`src/rtl/tws_pkg.sv`:
```
package tws_pkg;
  localparam int CTRL_W     = 5;
  localparam int MASTER_BIT = 2;
  localparam int ALT_BIT    = 3;
  localparam int BUSY_BIT   = 4;
  localparam int DIV_W      = 2;

  localparam logic ADDR_DATA = 1'b0;
  localparam logic ADDR_CTRL = 1'b1;

  typedef struct packed {
    logic             busy;
    logic             alt;
    logic             master;
    logic [DIV_W-1:0] div;
  } ctrl_t;

  // last count of a half period: 00 -> 0, 01 -> 1, 1x -> 3
  function automatic logic [DIV_W-1:0] half_last(input logic [DIV_W-1:0] div);
    return {div[1], div[1] | div[0]};
  endfunction
endpackage

```
`src/rtl/tws_mclk.sv`:
```
module tws_mclk import tws_pkg::*; (
  input  logic             clk,
  input  logic             rst,
  input  logic             hold,
  input  logic [DIV_W-1:0] div,
  output logic             sck,
  output logic             rise_ev,
  output logic             fall_ev
);
  logic [DIV_W-1:0] cnt;
  logic             tc;

  always_comb begin
    tc      = (cnt == half_last(div));
    rise_ev = ~hold & tc & ~sck;
    fall_ev = ~hold & tc & sck;
  end

  always_ff @(posedge clk) begin
    if (rst || hold) begin
      cnt <= '0;
      sck <= 1'b0;
    end else if (tc) begin
      cnt <= '0;
      sck <= ~sck;
    end else begin
      cnt <= cnt + 1'b1;
    end
  end
endmodule

```
`src/rtl/tws_sync_edge.sv`:
```
module tws_sync_edge #(
  parameter int STAGES = 2
) (
  input  logic clk,
  input  logic rst,
  input  logic async_in,
  output logic rise,
  output logic fall
);
  // STAGES synchronizer flops plus one history flop
  logic [STAGES:0] chain;

  always_ff @(posedge clk) begin
    if (rst) chain <= '0;
    else     chain <= {chain[STAGES-1:0], async_in};
  end

  assign rise = chain[STAGES-1] & ~chain[STAGES];
  assign fall = ~chain[STAGES-1] & chain[STAGES];
endmodule

```
`src/rtl/tws_shifter.sv`:
```
module tws_shifter #(
  parameter int W  = 8,
  parameter int CW = 4
) (
  input  logic          clk,
  input  logic          rst,
  input  logic          load_en,
  input  logic [W-1:0]  load_data,
  input  logic          start,
  input  logic          sample_ev,
  input  logic          launch_ev,
  input  logic          si,
  output logic [W-1:0]  shreg,
  output logic [CW-1:0] bitcnt,
  output logic          so
);
  always_ff @(posedge clk) begin
    if (rst) begin
      shreg  <= '0;
      bitcnt <= '0;
      so     <= 1'b0;
    end else begin
      if (load_en) begin
        shreg <= load_data;
        so    <= load_data[W-1];
      end else if (sample_ev) begin
        shreg  <= {shreg[W-2:0], si};
        bitcnt <= bitcnt + 1'b1;
      end
      if (launch_ev) so <= shreg[W-1];
      if (start) bitcnt <= '0;
    end
  end
endmodule

```
`src/rtl/tws_ctrl.sv`:
```
module tws_ctrl import tws_pkg::*; #(
  parameter int W = 8
) (
  input  logic             clk,
  input  logic             rst,
  input  logic             wr_en,
  input  logic             addr,
  input  logic [W-1:0]     wr_data,
  input  logic             sck_q,
  input  logic             done_ev,
  input  logic [W-1:0]     shreg,
  output logic             busy,
  output logic             master,
  output logic             alt,
  output logic [DIV_W-1:0] div,
  output logic             abort_now,
  output logic             start,
  output logic             load_en,
  output logic             irq,
  output logic [W-1:0]     rd_data
);
  ctrl_t cfg;
  logic  abort_pend, abort_req, ctrl_wr, busy_d;
  logic  unused_hi;

  assign unused_hi = ^wr_data[W-1:CTRL_W];

  always_comb begin
    ctrl_wr   = wr_en & (addr == ADDR_CTRL);
    load_en   = wr_en & (addr == ADDR_DATA) & ~cfg.busy;
    start     = ctrl_wr & ~cfg.busy & wr_data[BUSY_BIT];
    abort_req = ctrl_wr & cfg.busy & ~wr_data[BUSY_BIT];
    abort_now = cfg.busy & (abort_req | abort_pend) & ~sck_q;
    busy_d    = cfg.busy;
    if (!cfg.busy) begin
      if (start) busy_d = 1'b1;
    end else if (done_ev || abort_now) begin
      busy_d = 1'b0;
    end
  end

  always_ff @(posedge clk) begin
    if (rst) begin
      cfg        <= '0;
      abort_pend <= 1'b0;
      irq        <= 1'b0;
      rd_data    <= '0;
    end else begin
      cfg.busy   <= busy_d;
      irq        <= cfg.busy & ~busy_d;
      abort_pend <= cfg.busy & ~abort_now & ~done_ev & (abort_pend | abort_req);
      if (ctrl_wr && !cfg.busy) begin
        cfg.div    <= wr_data[DIV_W-1:0];
        cfg.master <= wr_data[MASTER_BIT];
        cfg.alt    <= wr_data[ALT_BIT];
      end
      if (addr == ADDR_CTRL) rd_data <= W'(cfg);
      else                   rd_data <= shreg;
    end
  end

  assign busy   = cfg.busy;
  assign master = cfg.master;
  assign alt    = cfg.alt;
  assign div    = cfg.div;
endmodule

```
`src/rtl/tws_port.sv`:
```
module tws_port import tws_pkg::*; #(
  parameter int DATA_W      = 8,
  parameter int SYNC_STAGES = 2
) (
  input  logic              clk,
  input  logic              rst,
  input  logic              wr_en,
  input  logic              addr,
  input  logic [DATA_W-1:0] wr_data,
  output logic [DATA_W-1:0] rd_data,
  input  logic              si,
  input  logic              sck_in,
  output logic              so,
  output logic              sck_out,
  output logic              irq
);
  localparam int CNT_W = $clog2(DATA_W + 1);

  logic              busy, master, alt, abort_now, start, load_en;
  logic [DIV_W-1:0]  div;
  logic [DATA_W-1:0] shreg;
  logic [CNT_W-1:0]  bitcnt;
  logic              sck_q, clk_hold;
  logic              m_rise, m_fall, s_rise, s_fall;
  logic              rise_ev, fall_ev, sample_ev, launch_ev, done_ev;
  logic              host_data_wr;

  assign clk_hold     = ~busy | ~master | abort_now;
  assign host_data_wr = wr_en & (addr == ADDR_DATA);

  tws_mclk u_mclk (
    .clk(clk), .rst(rst), .hold(clk_hold), .div(div),
    .sck(sck_q), .rise_ev(m_rise), .fall_ev(m_fall)
  );

  tws_sync_edge #(.STAGES(SYNC_STAGES)) u_sync (
    .clk(clk), .rst(rst), .async_in(sck_in), .rise(s_rise), .fall(s_fall)
  );

  always_comb begin
    if (master) begin
      rise_ev = m_rise;
      fall_ev = m_fall;
    end else begin
      rise_ev = s_rise & busy & ~abort_now;
      fall_ev = s_fall & busy & ~abort_now;
    end
    sample_ev = alt ? fall_ev : rise_ev;
    launch_ev = alt ? rise_ev : fall_ev;
    done_ev   = fall_ev & ((bitcnt + CNT_W'(alt)) == CNT_W'(DATA_W));
  end

  tws_shifter #(.W(DATA_W), .CW(CNT_W)) u_shift (
    .clk(clk), .rst(rst), .load_en(load_en), .load_data(wr_data),
    .start(start), .sample_ev(sample_ev), .launch_ev(launch_ev),
    .si(si), .shreg(shreg), .bitcnt(bitcnt), .so(so)
  );

  tws_ctrl #(.W(DATA_W)) u_ctrl (
    .clk(clk), .rst(rst), .wr_en(wr_en), .addr(addr), .wr_data(wr_data),
    .sck_q(sck_q), .done_ev(done_ev), .shreg(shreg),
    .busy(busy), .master(master), .alt(alt), .div(div),
    .abort_now(abort_now), .start(start), .load_en(load_en),
    .irq(irq), .rd_data(rd_data)
  );

  assign sck_out = sck_q;
endmodule

```
`config.mk`:
```
export PLATFORM = sky130hd
export DESIGN_NAME = tws_port
export DESIGN_NICKNAME = d
export VERILOG_FILES = /design/src/rtl/tws_pkg.sv /design/src/rtl/tws_mclk.sv /design/src/rtl/tws_sync_edge.sv /design/src/rtl/tws_shifter.sv /design/src/rtl/tws_ctrl.sv /design/src/rtl/tws_port.sv
export SDC_FILE = /design/constraint.sdc
export NUM_CORES = 1
export LEC_CHECK = 0
export CORE_UTILIZATION = 45
export CTS_CLUSTER_DIAMETER = 30
export DETAILED_ROUTE_END_ITERATION = 12
export MAX_ROUTING_LAYER = met4
export PLACE_DENSITY = 0.69
export RECOVER_POWER = 25
export SLEW_MARGIN = 20
export SYNTH_ARGS = -nofsm -noshare
export SYNTH_HDL_FRONTEND = slang
export SYNTH_HIERARCHICAL = 1
export SYNTH_SLANG_ARGS = --single-unit
```
`constraint.sdc`:
```
create_clock -name clk -period 5.7 [get_ports clk]
set_input_delay 1.71 -clock clk [delete_from_list [all_inputs] [get_ports clk]]
set_output_delay 1.71 -clock clk [all_outputs]
set_load 0.01 [all_outputs]
```
==> metrics.txt <==
max-slew violations 0; clk_skew 12.4 ps; sequential area share after synthesis 42.6%; Core Footprint 3360 sq um; WL/cell 13.9 microns; RSZ-0062 raised after global routing no; antenna-violating nets left 0; P_leak 0.774 nW; worst endpoint required time 5910 ps; setup ws final 1390 ps; Detailed Route WL 3080 microns; ANT cells 0; Synth cell types 40; Syn Inst Count 147; H-tree levels 2; CP bufs+invs 2; post-CTS setup buffer count 0; fraction of layout cells with a size suffix above 1 18.3%; Die Footprint 3800 sq um; P per Cell Area 222 nW/um^2; Synth Net Count 164; Ys Warns 6; Final Cycle Share 75.6%; vias in the first global route 1109; minimum clock period after layout 4310 ps; CTS hold repair buffers 0; port bufs 24; Vias/cell 5.23; CP max FO 10; first-pass GRT wire length 4920 microns; cts bufs inserted 5; Root Buffer clkbuf_4; Reg2Reg Depth 10; relative slew slack 34.4%; Hold Crit Class register to register; initial antenna violation count 0; setup violators final 0; Clock Latency Late Sink 330 ps; fmax 0.232 GHz; FP Rows 21; worst-margin pin slew 980 ps; P&R area growth vs syn 20.3%; VDD IR max 149 uV; GR Overflow Total 0; CP top delay family simple AND/OR/NAND/NOR gates; worst path arrival time 4520 ps; DP HPWL 2290 microns; Vias 1155; Hold Violations, Final 0; global-route usage over all layers 18.9%; critical path's slowest cell clkdlybuf4s50_1; syn_area_per_cell 10.9 sq um; DP Worst Slack 1050 ps; Worst Hold Path Cells 1; CP Depth 12; clock buffer depth 2; crit-path cells clkdlybuf4s50_1, and3b_1, nor2_1, nor3_1, nand3b_1, nor3b_1, a21oi_1, mux2i_1, buf_4, mux2_2, mux2i_1, nor2_1; chip width 61.6 microns; CP Launch Type input port; Power Total 0.428 mW; CTS tree yes; filler instances 330; Die Span Y 61.6 microns; post_cts resized 0; Initial Util 47.5%; GPL Wtd Cong 0.780; max_cap viols 0; setup TNS 0 ps; DRT iter0 DRCs 38; synthesized area 1600 sq um; largest net degree at the start of global routing 21; DRT Pass-1 Iters 5; Hold Worst Slack 447 ps; nets@finish 192; Num Clock Sinks 34; Final Core Density 57.2%; CP Class input port to register; crit end category register; synthesis-stage register bit count 34; status finished, final reports clean; crit-path max cell delay 640 ps; Reg clk slew, reported paths 100 ps; # IOs 25; detailed-route DRC error count 0
==> metrics by stage <==
step / instance area (sq um) / instances
global route: 1920 / 221
floorplan: 1600 / 147
finish: 1920 / 221
global placement: 1880 / 214
detailed placement: 1880 / 214
CTS: 1930 / 221
==> layout by cell type, fill, tap and decap left out, drive strengths merged <==
cell type and count:
dfxtp 34, clkdlybuf4s50 23, nor2 23, mux2i 22
mux2 9, nor3 7, clkbuf 6, nor2b 5
nand3b 4, xor2 3, ha 3, and2 3
nor4b 3, a21oi 2, or3 2, clkinv 2
o31ai 2, xnor2 2, nor4bb 2, inv 2
nor3b 2, nor4 2, and4bb 1, nand3 1
dlygate4sd3 1, and3b 1, o41ai 1, o31a 1
or4b 1, and3 1, nand2 1, and2b 1
nand4 1, buf 1
==> layout make-up <==
class | instances | area [sq um] | area share, %
multi-input cells | 106 | 878 | 45.7
flip-flops and latches | 34 | 681 | 35.4
clock buffers | 5 | 37.5 | 1.95
clock inverters | 2 | 10.0 | 0.520
inverters | 2 | 7.51 | 0.390
repair buffers | 26 | 251 | 13.1
well taps | 46 | 57.6 | 2.99
==> Yosys cell counts, drive strengths merged <==
cell type / instances / area [sq um]
nand2: 1 / 3.75
nor4bb: 2 / 35.0
and3b: 1 / 8.76
nor3: 7 / 50.1
o31a: 1 / 10.0
xor2: 3 / 26.3
nor4: 2 / 27.5
mux2i: 22 / 220
or4b: 1 / 13.8
nand4: 1 / 12.5
and4bb: 1 / 12.5
and2: 3 / 18.8
o31ai: 2 / 15.0
buf: 3 / 30.0
inv: 2 / 7.50
and3: 1 / 11.3
nor2: 23 / 88.8
nor2b: 5 / 31.3
nor4b: 3 / 32.5
nand3: 1 / 5.00
o41ai: 1 / 8.76
clkbuf: 2 / 7.51
ha: 3 / 37.5
dfxtp: 34 / 681
nand3b: 4 / 33.8
and2b: 1 / 10.0
nor3b: 2 / 15.0
or3: 2 / 12.5
xnor2: 2 / 17.5
a21oi: 2 / 10.0
mux2: 9 / 105
==> layer usage <==
metal / up-vias / GRT usage [%] / wire (microns)
li1: 578 / - / -
met1: 545 / 22.3 / 1450
met2: 24 / 29.8 / 1450
met3: 8 / 6.09 / 128
met4: 0 / 7.62 / 51
met5: - / - / 0
==> final timing paths <==
kind                                            startpoint  slack, ps                       endpoint
worst max-delay path                                  addr       1390  u_shift/shreg[4]$_SDFFE_PP0P_
worst min-delay path            u_sync/chain[0]$_SDFF_PP0_        450     u_sync/chain[1]$_SDFF_PP0_
worst max register to register      u_ctrl/busy$_SDFF_PP0_       3300  u_shift/shreg[4]$_SDFFE_PP0P_
worst min register to register  u_sync/chain[0]$_SDFF_PP0_        450     u_sync/chain[1]$_SDFF_PP0_
==> report_power, final <==
group	total (mW)	switching (mW)	internal, mW
combinational	0.0520	0.0228	0.0292
sequential	0.253	0.00749	0.245
clock	0.123	0.0785	0.0443
total	0.428	0.109	0.319
==> flip-flops by register name, summed over array words and instances, names as in the netlist, 2 cells and up <==
register and flops:
u_shift/shreg 8, u_shift/bitcnt 4, u_sync/chain 3, u_mclk/cnt 2, u_ctrl/rd_data 8, u_ctrl/div 2
==> kinds of logic after synthesis <==
logic type | share of synthesized area [%]
AOI/OAI and AO/OA | 2.74
xor gates and xnor gates | 2.74
adders and majority gates | 2.35
buffers and inverters | 2.82
DFF | 42.6
muxes | 20.3
and+or+nand+nor | 26.4
Note: power is estimated with default switching activity, not from simulation.
